<file path="src/rtl/pot_pkg.sv">
package pot_pkg;
  typedef enum logic [1:0] {
    CMD_WR_WIPER = 2'b00,
    CMD_WR_NV    = 2'b01,
    CMD_CP_W2NV  = 2'b10,
    CMD_CP_NV2W  = 2'b11
  } pot_cmd_e;
endpackage

</file>
<file path="src/rtl/pot_sync.sv">
module pot_sync #(
  parameter int   STAGES  = 2,
  parameter logic RST_VAL = 1'b0
) (
  input  logic clk_i,
  input  logic rst_ni,
  input  logic d_i,
  output logic q_o
);
  logic [STAGES-1:0] ff_q;

  always_ff @(posedge clk_i or negedge rst_ni) begin
    if (!rst_ni) ff_q <= {STAGES{RST_VAL}};
    else         ff_q <= {ff_q[STAGES-2:0], d_i};
  end

  assign q_o = ff_q[STAGES-1];
endmodule

</file>
<file path="src/rtl/pot_spi_rx.sv">
module pot_spi_rx
  import pot_pkg::*;
#(
  parameter int CH_W   = 1,
  parameter int RSV_W  = 5,
  parameter int CODE_W = 8
) (
  input  logic              clk_i,
  input  logic              rst_ni,
  input  logic              sclk_i,
  input  logic              cs_ni,
  input  logic              din_i,
  output logic              vld_o,
  output pot_cmd_e          cmd_o,
  output logic [CH_W-1:0]   ch_o,
  output logic [CODE_W-1:0] data_o
);
  localparam int FRAME_W = 2 + CH_W + RSV_W + CODE_W;
  localparam int CNT_W   = $clog2(FRAME_W + 2);
  localparam logic [CNT_W-1:0] CNT_FULL = CNT_W'(FRAME_W);
  localparam logic [CNT_W-1:0] CNT_SAT  = CNT_W'(FRAME_W + 1);

  logic sclk_s, cs_s, din_s;
  logic sclk_d, cs_d;
  logic sclk_rise, cs_rise;
  logic [FRAME_W-1:0] shift_q;
  logic [CNT_W-1:0]   cnt_q;

  pot_sync #(.STAGES(2), .RST_VAL(1'b0)) u_sync_sclk (.clk_i, .rst_ni, .d_i(sclk_i), .q_o(sclk_s));
  pot_sync #(.STAGES(2), .RST_VAL(1'b1)) u_sync_cs   (.clk_i, .rst_ni, .d_i(cs_ni),  .q_o(cs_s));
  pot_sync #(.STAGES(2), .RST_VAL(1'b0)) u_sync_din  (.clk_i, .rst_ni, .d_i(din_i),  .q_o(din_s));

  always_ff @(posedge clk_i or negedge rst_ni) begin
    if (!rst_ni) begin
      sclk_d <= 1'b0;
      cs_d   <= 1'b1;
    end else begin
      sclk_d <= sclk_s;
      cs_d   <= cs_s;
    end
  end

  assign sclk_rise = sclk_s & ~sclk_d;
  assign cs_rise   = cs_s & ~cs_d;

  always_ff @(posedge clk_i or negedge rst_ni) begin
    if (!rst_ni) begin
      shift_q <= '0;
      cnt_q   <= '0;
    end else if (cs_s) begin
      cnt_q <= '0;
    end else if (sclk_rise) begin
      shift_q <= {shift_q[FRAME_W-2:0], din_s};
      if (cnt_q != CNT_SAT) cnt_q <= cnt_q + 1'b1;
    end
  end

  always_ff @(posedge clk_i or negedge rst_ni) begin
    if (!rst_ni) vld_o <= 1'b0;
    else         vld_o <= cs_rise && (cnt_q == CNT_FULL);
  end

  // fields are stable: no shifting while chip select is high
  assign cmd_o  = pot_cmd_e'(shift_q[FRAME_W-1 -: 2]);
  assign ch_o   = shift_q[CODE_W+RSV_W +: CH_W];
  assign data_o = shift_q[CODE_W-1:0];

  p_vld_pulse_r3: assert property (@(posedge clk_i) disable iff (!rst_ni)
    vld_o |=> !vld_o);
  p_vld_on_cs_r3: assert property (@(posedge clk_i) disable iff (!rst_ni)
    vld_o |-> cs_s);
endmodule

</file>
<file path="src/rtl/pot_busy_timer.sv">
module pot_busy_timer #(
  parameter int BUSY_CYCLES = 4_000_000
) (
  input  logic clk_i,
  input  logic rst_ni,
  input  logic start_i,
  output logic busy_o
);
  localparam int CNT_W = $clog2(BUSY_CYCLES + 1);
  localparam logic [CNT_W-1:0] CNT_LOAD = CNT_W'(BUSY_CYCLES);

  logic [CNT_W-1:0] cnt_q;

  always_ff @(posedge clk_i or negedge rst_ni) begin
    if (!rst_ni)             cnt_q <= '0;
    else if (start_i)        cnt_q <= CNT_LOAD;
    else if (cnt_q != '0)    cnt_q <= cnt_q - 1'b1;
  end

  assign busy_o = (cnt_q != '0);

  p_start_sets_busy_r8: assert property (@(posedge clk_i) disable iff (!rst_ni)
    start_i |=> busy_o);
  p_no_restart_r9: assert property (@(posedge clk_i) disable iff (!rst_ni)
    start_i |-> !busy_o);
endmodule

</file>
<file path="src/rtl/pot_chan_regs.sv">
module pot_chan_regs #(
  parameter int                CODE_W     = 8,
  parameter logic [CODE_W-1:0] NV_DEFAULT = 8'h80
) (
  input  logic              clk_i,
  input  logic              rst_ni,
  input  logic              recall_i,
  input  logic              wiper_we_i,
  input  logic [CODE_W-1:0] wiper_d_i,
  input  logic              nv_we_i,
  input  logic [CODE_W-1:0] nv_d_i,
  output logic [CODE_W-1:0] wiper_o,
  output logic [CODE_W-1:0] nv_o
);
  always_ff @(posedge clk_i or negedge rst_ni) begin
    if (!rst_ni)         wiper_o <= '0;
    else if (recall_i)   wiper_o <= nv_o;
    else if (wiper_we_i) wiper_o <= wiper_d_i;
  end

  always_ff @(posedge clk_i or negedge rst_ni) begin
    if (!rst_ni)      nv_o <= NV_DEFAULT;
    else if (nv_we_i) nv_o <= nv_d_i;
  end

  p_recall_r1: assert property (@(posedge clk_i) disable iff (!rst_ni)
    recall_i |=> wiper_o == $past(nv_o));
  p_wiper_load_r4: assert property (@(posedge clk_i) disable iff (!rst_ni)
    (wiper_we_i && !recall_i) |=> wiper_o == $past(wiper_d_i));
endmodule

</file>
<file path="src/rtl/pot_wiper_ctrl.sv">
module pot_wiper_ctrl
  import pot_pkg::*;
#(
  parameter int                NUM_CH      = 2,
  parameter int                CODE_W      = 8,
  parameter int                RSV_W       = 5,
  parameter logic [CODE_W-1:0] NV_DEFAULT  = 8'h80,
  parameter int                BUSY_CYCLES = 4_000_000
) (
  input  logic                         clk_i,
  input  logic                         rst_ni,
  input  logic                         sclk_i,
  input  logic                         cs_ni,
  input  logic                         din_i,
  output logic [NUM_CH-1:0][CODE_W-1:0] wiper_o,
  output logic                         busy_o
);
  localparam int CH_W = (NUM_CH > 1) ? $clog2(NUM_CH) : 1;

  logic              vld;
  pot_cmd_e          cmd;
  logic [CH_W-1:0]   ch;
  logic [CODE_W-1:0] data;
  logic              recall_q;
  logic              nv_op;
  logic [NUM_CH-1:0][CODE_W-1:0] nv;

  pot_spi_rx #(.CH_W(CH_W), .RSV_W(RSV_W), .CODE_W(CODE_W)) u_rx (
    .clk_i, .rst_ni, .sclk_i, .cs_ni, .din_i,
    .vld_o(vld), .cmd_o(cmd), .ch_o(ch), .data_o(data)
  );

  // one-shot shadow-to-wiper recall after reset
  always_ff @(posedge clk_i or negedge rst_ni) begin
    if (!rst_ni) recall_q <= 1'b1;
    else         recall_q <= 1'b0;
  end

  assign nv_op = vld && !busy_o && (cmd == CMD_WR_NV || cmd == CMD_CP_W2NV);

  pot_busy_timer #(.BUSY_CYCLES(BUSY_CYCLES)) u_busy (
    .clk_i, .rst_ni, .start_i(nv_op), .busy_o
  );

  for (genvar c = 0; c < NUM_CH; c++) begin : g_ch
    logic              sel;
    logic              wiper_we;
    logic              nv_we;
    logic [CODE_W-1:0] wiper_d;
    logic [CODE_W-1:0] nv_d;

    assign sel      = (ch == CH_W'(c));
    assign wiper_we = vld && sel && (cmd == CMD_WR_WIPER || cmd == CMD_CP_NV2W);
    assign wiper_d  = (cmd == CMD_CP_NV2W) ? nv[c] : data;
    assign nv_we    = nv_op && sel;
    assign nv_d     = (cmd == CMD_CP_W2NV) ? wiper_o[c] : data;

    pot_chan_regs #(.CODE_W(CODE_W), .NV_DEFAULT(NV_DEFAULT)) u_regs (
      .clk_i, .rst_ni,
      .recall_i(recall_q),
      .wiper_we_i(wiper_we), .wiper_d_i(wiper_d),
      .nv_we_i(nv_we), .nv_d_i(nv_d),
      .wiper_o(wiper_o[c]), .nv_o(nv[c])
    );

    p_nv_locked_r9: assert property (@(posedge clk_i) disable iff (!rst_ni)
      busy_o |=> $stable(nv[c]));
    p_recall_any_time_r7: assert property (@(posedge clk_i) disable iff (!rst_ni)
      (vld && sel && cmd == CMD_CP_NV2W && !recall_q) |=> wiper_o[c] == $past(nv[c]));
  end
endmodule

</file>
<file path="config.mk">
export PLATFORM = sky130hd
export DESIGN_NAME = pot_wiper_ctrl
export DESIGN_NICKNAME = d
export VERILOG_FILES = /design/src/rtl/pot_pkg.sv /design/src/rtl/pot_sync.sv /design/src/rtl/pot_spi_rx.sv /design/src/rtl/pot_busy_timer.sv /design/src/rtl/pot_chan_regs.sv /design/src/rtl/pot_wiper_ctrl.sv
export SDC_FILE = /design/constraint.sdc
export NUM_CORES = 1
export LEC_CHECK = 0
export BUFFER_PORTS_ARGS = -buffer_cell sky130_fd_sc_hd__buf_2
export CAP_MARGIN = 40
export CORE_AREA = 4 4 85 87
export DETAILED_ROUTE_END_ITERATION = 8
export DIE_AREA = 0 0 89 91
export PLACE_DENSITY = 0.77
export SLEW_MARGIN = 20
export SYNTH_ARGS = -nofsm -noshare
export SYNTH_HDL_FRONTEND = slang
export SYNTH_SLANG_ARGS = --single-unit
</file>
<file path="constraint.sdc">
create_clock -name clk_i -period 2.9 [get_ports clk_i]
set_input_delay 0.435 -clock clk_i [delete_from_list [all_inputs] [get_ports clk_i]]
set_output_delay 0.435 -clock clk_i [all_outputs]
set_load 0.01 [all_outputs]
</file>
==> results.yml <==
status:
  status: "complete, no violations"
clocking:
  tritoncts: "yes"
  h-tree-depth: 3
  post-cts-setup-buffer-count: 0
  cts-root-buf: "clkbuf_8"
  clock_path_buffers: 2
  post_cts_resized: 0
  numCtsBuffers: 9
  cts_sinks: 85
  clkTransAtPathRegs_ps: 90
  cts_hold_repair.buffers: 0
  clock_latency_ps: 350
logic_synthesis:
  ys_warn_count: 0
  syn-num-nets: 367
  ys_seq_area_frac: 0.5645
  synth_area_leaders: "dfrtp_1 52%, o21ai_0 6.0%, mux2i_1 4.5%, dfstp_2 4.2%, mux2_2 4.2%"
  avgSynthCellArea_um2: 10.62
  synth-edff-count: 0
  yosysTopAreaCell: "dfrtp_1"
  ys_types: 41
  synth_seq_cells: 85
  dominantRegCellSynth: "dfrtp_1"
  async_flop_share: 1.000
  netlist_area_um2: 3781
  yosys.area.top_type_share: 0.5228
  synthCells: 356
sta:
  skew_ps: 8.305
  fin_crit_sh: 0.8957
  worst_slew_pin_slew_ps: 559.7
  relSlewSlack: 0.6268
  period_minus_slack_ps: 2598
  finalSetupTns_ps: 0
  rsz0062_at_grt: "no"
  setup_viol: 0
  slew_viol_final: 0
  hold_violations: 0
  max_freq_ghz: 0.3850
final_layout:
  final_nets: 392
  layout-drive-gt1-share: 0.1891
  syn2layout_area_growth_pct: 11.18
  final.fill_count: 489
  antennaDiodeCount: 0
route:
  viasPerCell: 5.713
  drtPass1Iterations: 4
  wl_per_cell_um: 15.16
  drc_errors: 0
  detail-route-antenna-nets: 0
  dr.first_iter.drc_count: 138
  routed_wirelength_um: 7019
  vias: 2645
worst_hold_path:
  hp-class: "in -> async"
global_route:
  grt_usage: 0.1898
  grt_pass1_wl_um: 12070
  grt_overflow: 0
  grt_max_degree: 46
  antenna_found_initial: 0
  grt_pass1_vias: 2603
worst_setup_path:
  worstPathCellList: "or4_4, nor3_2, nand4_1, buf_2"
  cp.required_ps: 2470
  cp-start-kind: "flip-flop"
  r2r-start: "u_busy.cnt_q[0]"
  worst-endpoint-arrival_ps: 2160
  worst-setup-path-type: "reg -> out"
  critPathLaunch: "u_busy.cnt_q[13]"
  rrSetupSlack_ps: 450
  crit_fanout: 8
  critPathCaptureType: "output pin"
  slowest_stage: "or4_4"
  crit_path_max_incr_delay_ps: 560
  rr_worst_depth: 7
  r2r_end: "u_busy.cnt_q[11]"
floorplan:
  core_um2: 6350
  pin_count: 22
  initial_core_util: 0.5955
  num_rows: 29
  die_h_um: 91
  fp.dieW_um: 89
  dieArea_um2: 8099
placement:
  portBuffers: 21
  dp.final_hpwl_um: 4769
  gp_congestion: 0.8368
job:
  max_cap_viol_count: 0
[area by class of cell]
class	instances	area, um^2	share of cell area
inverter	7	26.28	0.006250
timing repair buffer	29	167.7	0.03988
tap	77	96.34	0.02292
multi-input combinational	249	1555	0.3699
sequential	85	2135	0.5077
clock buffer	10	137.6	0.03274
clock inverter	6	86.33	0.02054
[stage by stage]
| stage | hold slack, ps | instance area [um^2] | std cells | setup WS, ps | util |
|---|---|---|---|---|---|
| 2_1_floorplan | 139.4 | 3781 | 356 | 647.2 | - |
| 3_3_place_gp | 333.2 | 3980 | 447 | 525.4 | 0.6268 |
| 3_5_place_dp | 337.3 | 3980 | 447 | 475.1 | 0.6268 |
| 4_1_cts | 76.22 | 4204 | 463 | 268.9 | 0.6621 |
| 5_1_grt | 111.9 | 4204 | 463 | 171.1 | 0.6621 |
| 6_report | 78.70 | 4204 | 463 | 302.4 | 0.6621 |
[routing by layer]
layer	vias up	part of all wire	wire length, um	track usage
met5	-	0	0	0
met1	1284	0.49	3443	0.2663
met4	0	0.016	113	0.07816
li1	1302	-	-	-
met2	47	0.46	3223	0.2828
met3	12	0.034	238	0.04615
[worst max path at each step]
stage / endpoint / cells past startpoint
after floorplan: u_busy.cnt_q[8] / 8
after global placement: u_busy.cnt_q[11] / 7
after detailed placement: u_busy.cnt_q[11] / 7
after CTS: busy_o / 4
after global routing: busy_o / 4
final: busy_o / 4
[cells by family (layout without fill, tap and decap cells)]
logic type,after synthesis,in the layout,share of synthesized area
buffers and inverters,22,52,0.02416
adder cells (fa/ha/maj),6,6,0.01985
multiplexers,31,31,0.08670
XOR/XNOR,13,13,0.03011
AO/OA/AOI/OAI,76,76,0.1085
other,1,1,0.0009918
flip-flops,85,85,0.5645
AND/OR/NAND/NOR,122,122,0.1651
[synth_stat cells, types with 6 or more instances]
cell      number
dfrtp_1       79
o21ai_0       45
nand2_1       42
nor2_1        23
a21oi_1       18
mux2i_1       17
mux2_2        14
clkbuf_1      13
nor3_1        12
and2_1         8
xor2_1         8
inv_1          7
dfstp_2        6
ha_1           6
[worst max-delay path, delay by kind of cell, from the launching register on]
| family | cells | cell delay (ps) |
|---|---|---|
| simple gates | 3 | 1200 |
| buf+inv | 1 | 220 |
| flops | 1 | 400 |
[state kept, by name (all words and copies together) (netlist names), 2 cells and up]
name and flops:
g_ch.u_regs.nv_o 16, g_ch.u_regs.wiper_o 16, u_busy.cnt_q 22, u_rx.cnt_q 5, u_rx.shift_q 16, u_rx.u_sync_cs.ff_q 2
u_rx.u_sync_din.ff_q 2, u_rx.u_sync_sclk.ff_q 2
[layout by cell type (no fill, tap or decap), drive strengths merged, types with 2 or more instances in the layout]
cell    count
o41ai       2
inv         7
mux2       14
and2        8
nand4       3
ha          6
nand2b      5
a211oi      2
bufinv      2
buf        29
nor3       14
nand3       5
o31ai       2
xnor2       5
nor4        4
or3         5
a31oi       3
dfstp       6
nand2      42
nor2       23
clkinv      3
mux2i      17
or2         3
o21ai      46
a21oi      18
xor2        8
clkbuf     10
dfrtp      79
or4         6
Power is not shown: default switching activity piles up to over one toggle a cycle in this logic, so the estimate is an artifact.
